File: config.mk
export PLATFORM = sky130hd
export DESIGN_NAME = serial_latch_loader
export DESIGN_NICKNAME = d
export VERILOG_FILES = /design/src/rtl/sll_pkg.sv /design/src/rtl/sll_sync.sv /design/src/rtl/sll_shifter.sv /design/src/rtl/sll_latch_bank.sv /design/src/rtl/serial_latch_loader.sv
export SDC_FILE = /design/constraint.sdc
export NUM_CORES = 1
export LEC_CHECK = 0
export BUFFER_PORTS_ARGS = -buffer_cell sky130_fd_sc_hd__buf_2
export CORE_ASPECT_RATIO = 1.4
export CORE_UTILIZATION = 50
export CTS_BUF_LIST = sky130_fd_sc_hd__clkbuf_8
export DETAILED_ROUTE_END_ITERATION = 8
export GPL_TIMING_DRIVEN = 0
export PLACE_DENSITY = 0.8
export SLEW_MARGIN = 30
export SYNTH_ARGS = -nofsm -noshare
export SYNTH_HDL_FRONTEND = slang
export SYNTH_SLANG_ARGS = --single-unit
File: constraint.sdc
create_clock -name clk -period 1.95 [get_ports clk]
set_input_delay 0.195 -clock clk [delete_from_list [all_inputs] [get_ports clk]]
set_output_delay 0.195 -clock clk [all_outputs]
set_load 0.02 [all_outputs]
File: src/rtl/sll_pkg.sv
package sll_pkg;
  localparam int ADDR_W = 2;
  localparam int N_DEST = 4;

  typedef enum logic [ADDR_W-1:0] {
    DST_CTRL = 2'b00,
    DST_RDIV = 2'b01,
    DST_NDIV = 2'b10,
    DST_TEST = 2'b11
  } dest_e;
endpackage

File: src/rtl/sll_sync.sv
module sll_sync #(
  parameter int STAGES = 2
) (
  input  logic clk,
  input  logic rst_n,
  input  logic d,
  output logic lvl,
  output logic rise
);
  logic [STAGES-1:0] chain;
  logic              prev;

  always_ff @(posedge clk or negedge rst_n) begin
    if (!rst_n) begin
      chain <= '0;
      prev  <= 1'b0;
    end else begin
      chain <= {chain[STAGES-2:0], d};
      prev  <= chain[STAGES-1];
    end
  end

  assign lvl  = chain[STAGES-1];
  assign rise = chain[STAGES-1] & ~prev;

  AST_RISE_SINGLE: assert property (@(posedge clk) disable iff (!rst_n)
    rise |=> !rise);
endmodule

File: src/rtl/sll_shifter.sv
module sll_shifter #(
  parameter int WORD_W = 24
) (
  input  logic              clk,
  input  logic              rst_n,
  input  logic              shift_en,
  input  logic              bit_in,
  output logic [WORD_W-1:0] word
);
  always_ff @(posedge clk or negedge rst_n) begin
    if (!rst_n)        word <= '0;
    else if (shift_en) word <= {word[WORD_W-2:0], bit_in};
  end

  AST_SHIFT_HOLD: assert property (@(posedge clk) disable iff (!rst_n)
    !shift_en |=> $stable(word));
  AST_SHIFT_MOVE: assert property (@(posedge clk) disable iff (!rst_n)
    shift_en |=> word[WORD_W-1:1] == $past(word[WORD_W-2:0]));
endmodule

File: src/rtl/sll_latch_bank.sv
module sll_latch_bank
  import sll_pkg::*;
#(
  parameter int WORD_W = 24,
  localparam int PAY_W = WORD_W - ADDR_W
) (
  input  logic                          clk,
  input  logic                          rst_n,
  input  logic                          wr,
  input  logic [WORD_W-1:0]             word,
  input  logic                          test_en,
  output logic [N_DEST-1:0][PAY_W-1:0]  latch_q,
  output logic [N_DEST-1:0]             upd
);
  dest_e addr;
  assign addr = dest_e'(word[ADDR_W-1:0]);

  for (genvar g = 0; g < N_DEST; g++) begin : g_latch
    logic allowed;
    logic hit;
    assign allowed = (g != int'(DST_TEST)) || test_en;
    assign hit     = wr && (addr == dest_e'(g)) && allowed;

    always_ff @(posedge clk or negedge rst_n) begin
      if (!rst_n) begin
        latch_q[g] <= '0;
        upd[g]     <= 1'b0;
      end else begin
        upd[g] <= hit;
        if (hit) latch_q[g] <= word[WORD_W-1:ADDR_W];
      end
    end
  end

  AST_UPD_ONEHOT: assert property (@(posedge clk) disable iff (!rst_n)
    $onehot0(upd));
  AST_UPD_ONE_CYCLE: assert property (@(posedge clk) disable iff (!rst_n)
    (upd != '0) |=> (upd == '0));
  AST_TEST_GUARD: assert property (@(posedge clk) disable iff (!rst_n)
    (wr && addr == DST_TEST && !test_en) |=> ($stable(latch_q[DST_TEST]) && upd == '0));
  AST_UNSEL_STABLE: assert property (@(posedge clk) disable iff (!rst_n)
    (wr && addr != DST_CTRL) |=> $stable(latch_q[DST_CTRL]));
endmodule

File: src/rtl/serial_latch_loader.sv
module serial_latch_loader
  import sll_pkg::*;
#(
  parameter int SYNC_STAGES = 2,
  parameter int WORD_W      = 24,
  parameter int R_W         = 14,
  parameter int A_W         = 5,
  parameter int B_W         = 13,
  localparam int PAY_W      = WORD_W - ADDR_W
) (
  input  logic             clk,
  input  logic             rst_n,
  input  logic             ser_clk,
  input  logic             ser_data,
  input  logic             ser_load,
  input  logic             test_en,
  output logic [PAY_W-1:0] ctrl_q,
  output logic [PAY_W-1:0] rdiv_q,
  output logic [PAY_W-1:0] ndiv_q,
  output logic [PAY_W-1:0] test_q,
  output logic [R_W-1:0]   r_div,
  output logic [A_W-1:0]   n_a,
  output logic [B_W-1:0]   n_b,
  output logic [3:0]       upd
);
  // B field starts one bit above A, leaving a reserved gap bit
  localparam int B_LSB = A_W + 1;

  logic                         sclk_lvl, sclk_rise;
  logic                         sdat_lvl, sdat_rise;
  logic                         load_lvl, load_rise;
  logic [WORD_W-1:0]            word;
  logic [N_DEST-1:0][PAY_W-1:0] latch_q;

  sll_sync #(.STAGES(SYNC_STAGES)) i_sync_clk (
    .clk(clk), .rst_n(rst_n), .d(ser_clk), .lvl(sclk_lvl), .rise(sclk_rise));
  sll_sync #(.STAGES(SYNC_STAGES)) i_sync_dat (
    .clk(clk), .rst_n(rst_n), .d(ser_data), .lvl(sdat_lvl), .rise(sdat_rise));
  sll_sync #(.STAGES(SYNC_STAGES)) i_sync_load (
    .clk(clk), .rst_n(rst_n), .d(ser_load), .lvl(load_lvl), .rise(load_rise));

  sll_shifter #(.WORD_W(WORD_W)) i_shifter (
    .clk(clk), .rst_n(rst_n), .shift_en(sclk_rise), .bit_in(sdat_lvl), .word(word));

  sll_latch_bank #(.WORD_W(WORD_W)) i_bank (
    .clk(clk), .rst_n(rst_n), .wr(load_rise), .word(word), .test_en(test_en),
    .latch_q(latch_q), .upd(upd));

  assign ctrl_q = latch_q[DST_CTRL];
  assign rdiv_q = latch_q[DST_RDIV];
  assign ndiv_q = latch_q[DST_NDIV];
  assign test_q = latch_q[DST_TEST];

  assign r_div = rdiv_q[R_W-1:0];
  assign n_a   = ndiv_q[A_W-1:0];
  assign n_b   = ndiv_q[B_LSB +: B_W];

  logic unused_lvls;
  assign unused_lvls = sclk_lvl ^ sdat_rise ^ load_lvl;

  AST_LOAD_TO_UPD: assert property (@(posedge clk) disable iff (!rst_n)
    (upd != '0) |-> $past(load_rise));
endmodule

==> results.yml <==
logic_synthesis:
  synth_ff_type: "dfrtp_1"
  synthArstFlopShare: 1.00
  yosysMostFrequentCell: "dfrtp_1"
  synth_nets: 294
  yosys.area.top_type: "dfrtp_1"
  netlist_area_mm2: 0.00482
  ys_top_cells_by_count: "dfrtp_1 (124), mux2_2 (93), buf_4 (36)"
  syn_inst: 288
  ys_warn_count: 0
  syn_area_per_cell_um2: 16.7
  ys_seq_area_frac: 0.644
  synth.distinct_cells: 14
  ys_seq_elements: 124
  synth_edf_count: 0
  synth_area_leaders: "dfrtp_1 (64%), mux2_2 (22%), mux2_4 (5.9%)"
  synth_top_area_frac: 0.644
floorplan:
  rows: 42
  die-area_mm2: 0.0100
  ios: 130
  die_w_um: 85.0
  core_mm2: 0.00941
  die-height_um: 118
  initial_core_util: 0.512
sta:
  fin_worst_skew_ps: 9.09
  slew_viol_final: 0
  tightest_slew_ps: 466
  setup_viol: 0
  relSlewSlack: 0.689
  max_clock_freq_mhz: 554
  rsz0062_at_grt: "false"
  hold_viol_final: 0
  layout_worst_path_cycle_share: 0.926
  period_minus_slack_ps: 1810
critical_path:
  critPathKind: "reg -> reg"
  cp_top_family: "simple AND/OR/NAND/NOR gates"
  cp-end-kind: "register"
  arrival_ps: 2100
  crit_start: "i_sync_load.prev$_DFF_PN0_"
  worst-path-buf-inv: 1
  rrSetupSlack_ps: 140
  worstPathCellList: "nand2b_1 > nor3_2 > buf_2 > mux2_2"
  cp_slowest_stage_delay_ps: 380
  crit_cells: 4
  cp_max_fo: 10
  ff2ff_path_depth: 4
  critPathRequiredTime_ps: 2250
  critPathSlowestCell: "nor3_2"
  r2r-start: "i_sync_load.prev$_DFF_PN0_"
  endpoint: "i_bank.latch_q[11]$_DFFE_PN0P_"
  critPathLaunchType: "register"
  r2r_end: "i_bank.latch_q[11]$_DFFE_PN0P_"
finish:
  regArea_mm2: 0.00310
  drive_gt1_frac: 0.698
  stdcell_area_mm2: 0.00608
  n_fill_cell: 686
  finalNetCount: 447
  antenna_cells: 0
  multi_input_area_mm2: 0.00139
  fin_util: 0.647
  synthToLayoutAreaGrowth_pct: 26.2
clocking:
  clk_pin_slew_ps: 70
  clk_latency_ps: 420
  hold_buffers: 4
  ctsResizeCount: 0
  clock_path_buffers: 2
  h-tree-depth: 4
  cts_tree: "done"
  cts-root-buf: "clkbuf_8"
  postCtsSetupBuffers: 0
  clock-sinks: 124
  numCtsBuffers: 17
grt:
  grt_max_degree: 64
  grt_pass1_vias: 2911
  grt_overflow: 0
  grt_usage: 0.200
  antenna_found_initial: 0
  grt_pass1_wl_um: 15100
drt:
  route.detailed.drc: 13
  routedWlPerCell_um: 16.2
  vias: 2794
  firstDrtPassIters: 6
  wl_um: 9120
  ant_nets: 0
  drt_iter0_drc: 50
  vias_per_cell: 4.96
placement:
  dp_hpwl_um: 6070
  place_area_mm2: 0.00564
  place.gp.congestion: 0.681
  numPortBuffers: 129
run_status:
  outcome: "complete, but fails checks"
  violations: "design-rule violations"
pwr:
  ir_drop_mv: 0.550
  p_per_area_mw_per_mm2: 1410
  power.leakage_nw: 3.43
flow_run:
  drv_cap: 0
worst_hold_path:
  hp-class: "in -> async"
[worst register-to-register path, stage by stage, from the launching register on]
cell and delay, ps:
dfrtp_1 350, nand2b_1 210, nor3_2 380, buf_2 370, mux2_2 380
[state kept, by name, indices dropped and copies added (netlist names)]
register and cells:
i_bank.latch_q 88, i_sync_clk.chain 2, i_bank.upd 4, i_shifter.word 24, i_sync_dat.chain 2, i_sync_clk.prev 1
i_sync_load.prev 1, i_sync_load.chain 2
[layout make-up]
cell class / count / share of cell area
clock buffers: 20 / 0.0453
plain buffers: 44 / 0.0529
flip-flops and latches: 124 / 0.510
clock inverters: 11 / 0.0208
repair buffers: 134 / 0.119
inverters: 1 / 0.000617
well taps: 110 / 0.0226
multi-input cells: 119 / 0.229
[placed cells by master (no fill, tap or decap)]
master         count
buf_16             1
buf_2            133
buf_4             36
buf_6              2
buf_8              1
bufinv_16          3
clkbuf_1           1
clkbuf_8          20
clkinv_2           5
dfrtp_1          124
dlygate4sd3_1      4
inv_1              4
mux2_2            93
mux2_4            19
nand2b_1           1
nand3_1            1
nor2b_1            1
nor3_2             1
nor3b_2            2
or2_1              1
[per-layer routing]
metal	wire length, µm	share of wire	vias to the layer above	global-route usage
li1	-	-	1275	-
met4	73	0.0080	0	0.0678
met3	596	0.065	8	0.0733
met2	4500	0.49	110	0.323
met1	3950	0.43	1401	0.247
met5	0	0	-	0
[worst min path at each step]
stage                                     end  slack [ps]  depth (start not counted)      from
4_1_cts             i_sync_clk.prev$_DFF_PN0_         300                          2     rst_n
5_1_grt        i_bank.latch_q[29]$_DFFE_PN0P_         310                          2     rst_n
6_report       i_bank.latch_q[53]$_DFFE_PN0P_         300                          2     rst_n
3_3_place_gp   i_sync_load.chain[0]$_DFF_PN0_         300                          1  ser_load
3_5_place_dp    i_bank.latch_q[8]$_DFFE_PN0P_         160                          1     rst_n
2_1_floorplan   i_bank.latch_q[0]$_DFFE_PN0P_        -100                          0     rst_n
[logic make-up (layout without fill, tap and decap cells)]
kind of cell,Yosys count,after routing,share of synthesized area
muxes,112,112,0.276
DFF,124,124,0.644
and+or+nand+nor,7,7,0.0122
buffers and inverters,45,210,0.0675
[per-stage QoR]
step / total power [W] / std cells / setup TNS (ps) / worst slack (ps) / hold slack (ps)
global placement: 0.00628 / 527 / -92530 / -753 / 304
floorplan: 0.00543 / 288 / 0 / 420 / -101
detailed placement: 0.00638 / 528 / 0 / 153 / 163
finish: 0.00860 / 563 / 0 / 144 / 304
global route: 0.00906 / 563 / 0 / 38.0 / 309
CTS: 0.00867 / 563 / 0 / 134 / 297
[power by group]
group	switching (W)	total [W]	internal [W]
Combinational	0.00139	0.00264	0.00125
Sequential	0.000510	0.00368	0.00317
Clock	0.000940	0.00227	0.00133
Total	0.00284	0.00860	0.00576
No activity file was read; power rests on OpenSTA's default activity.
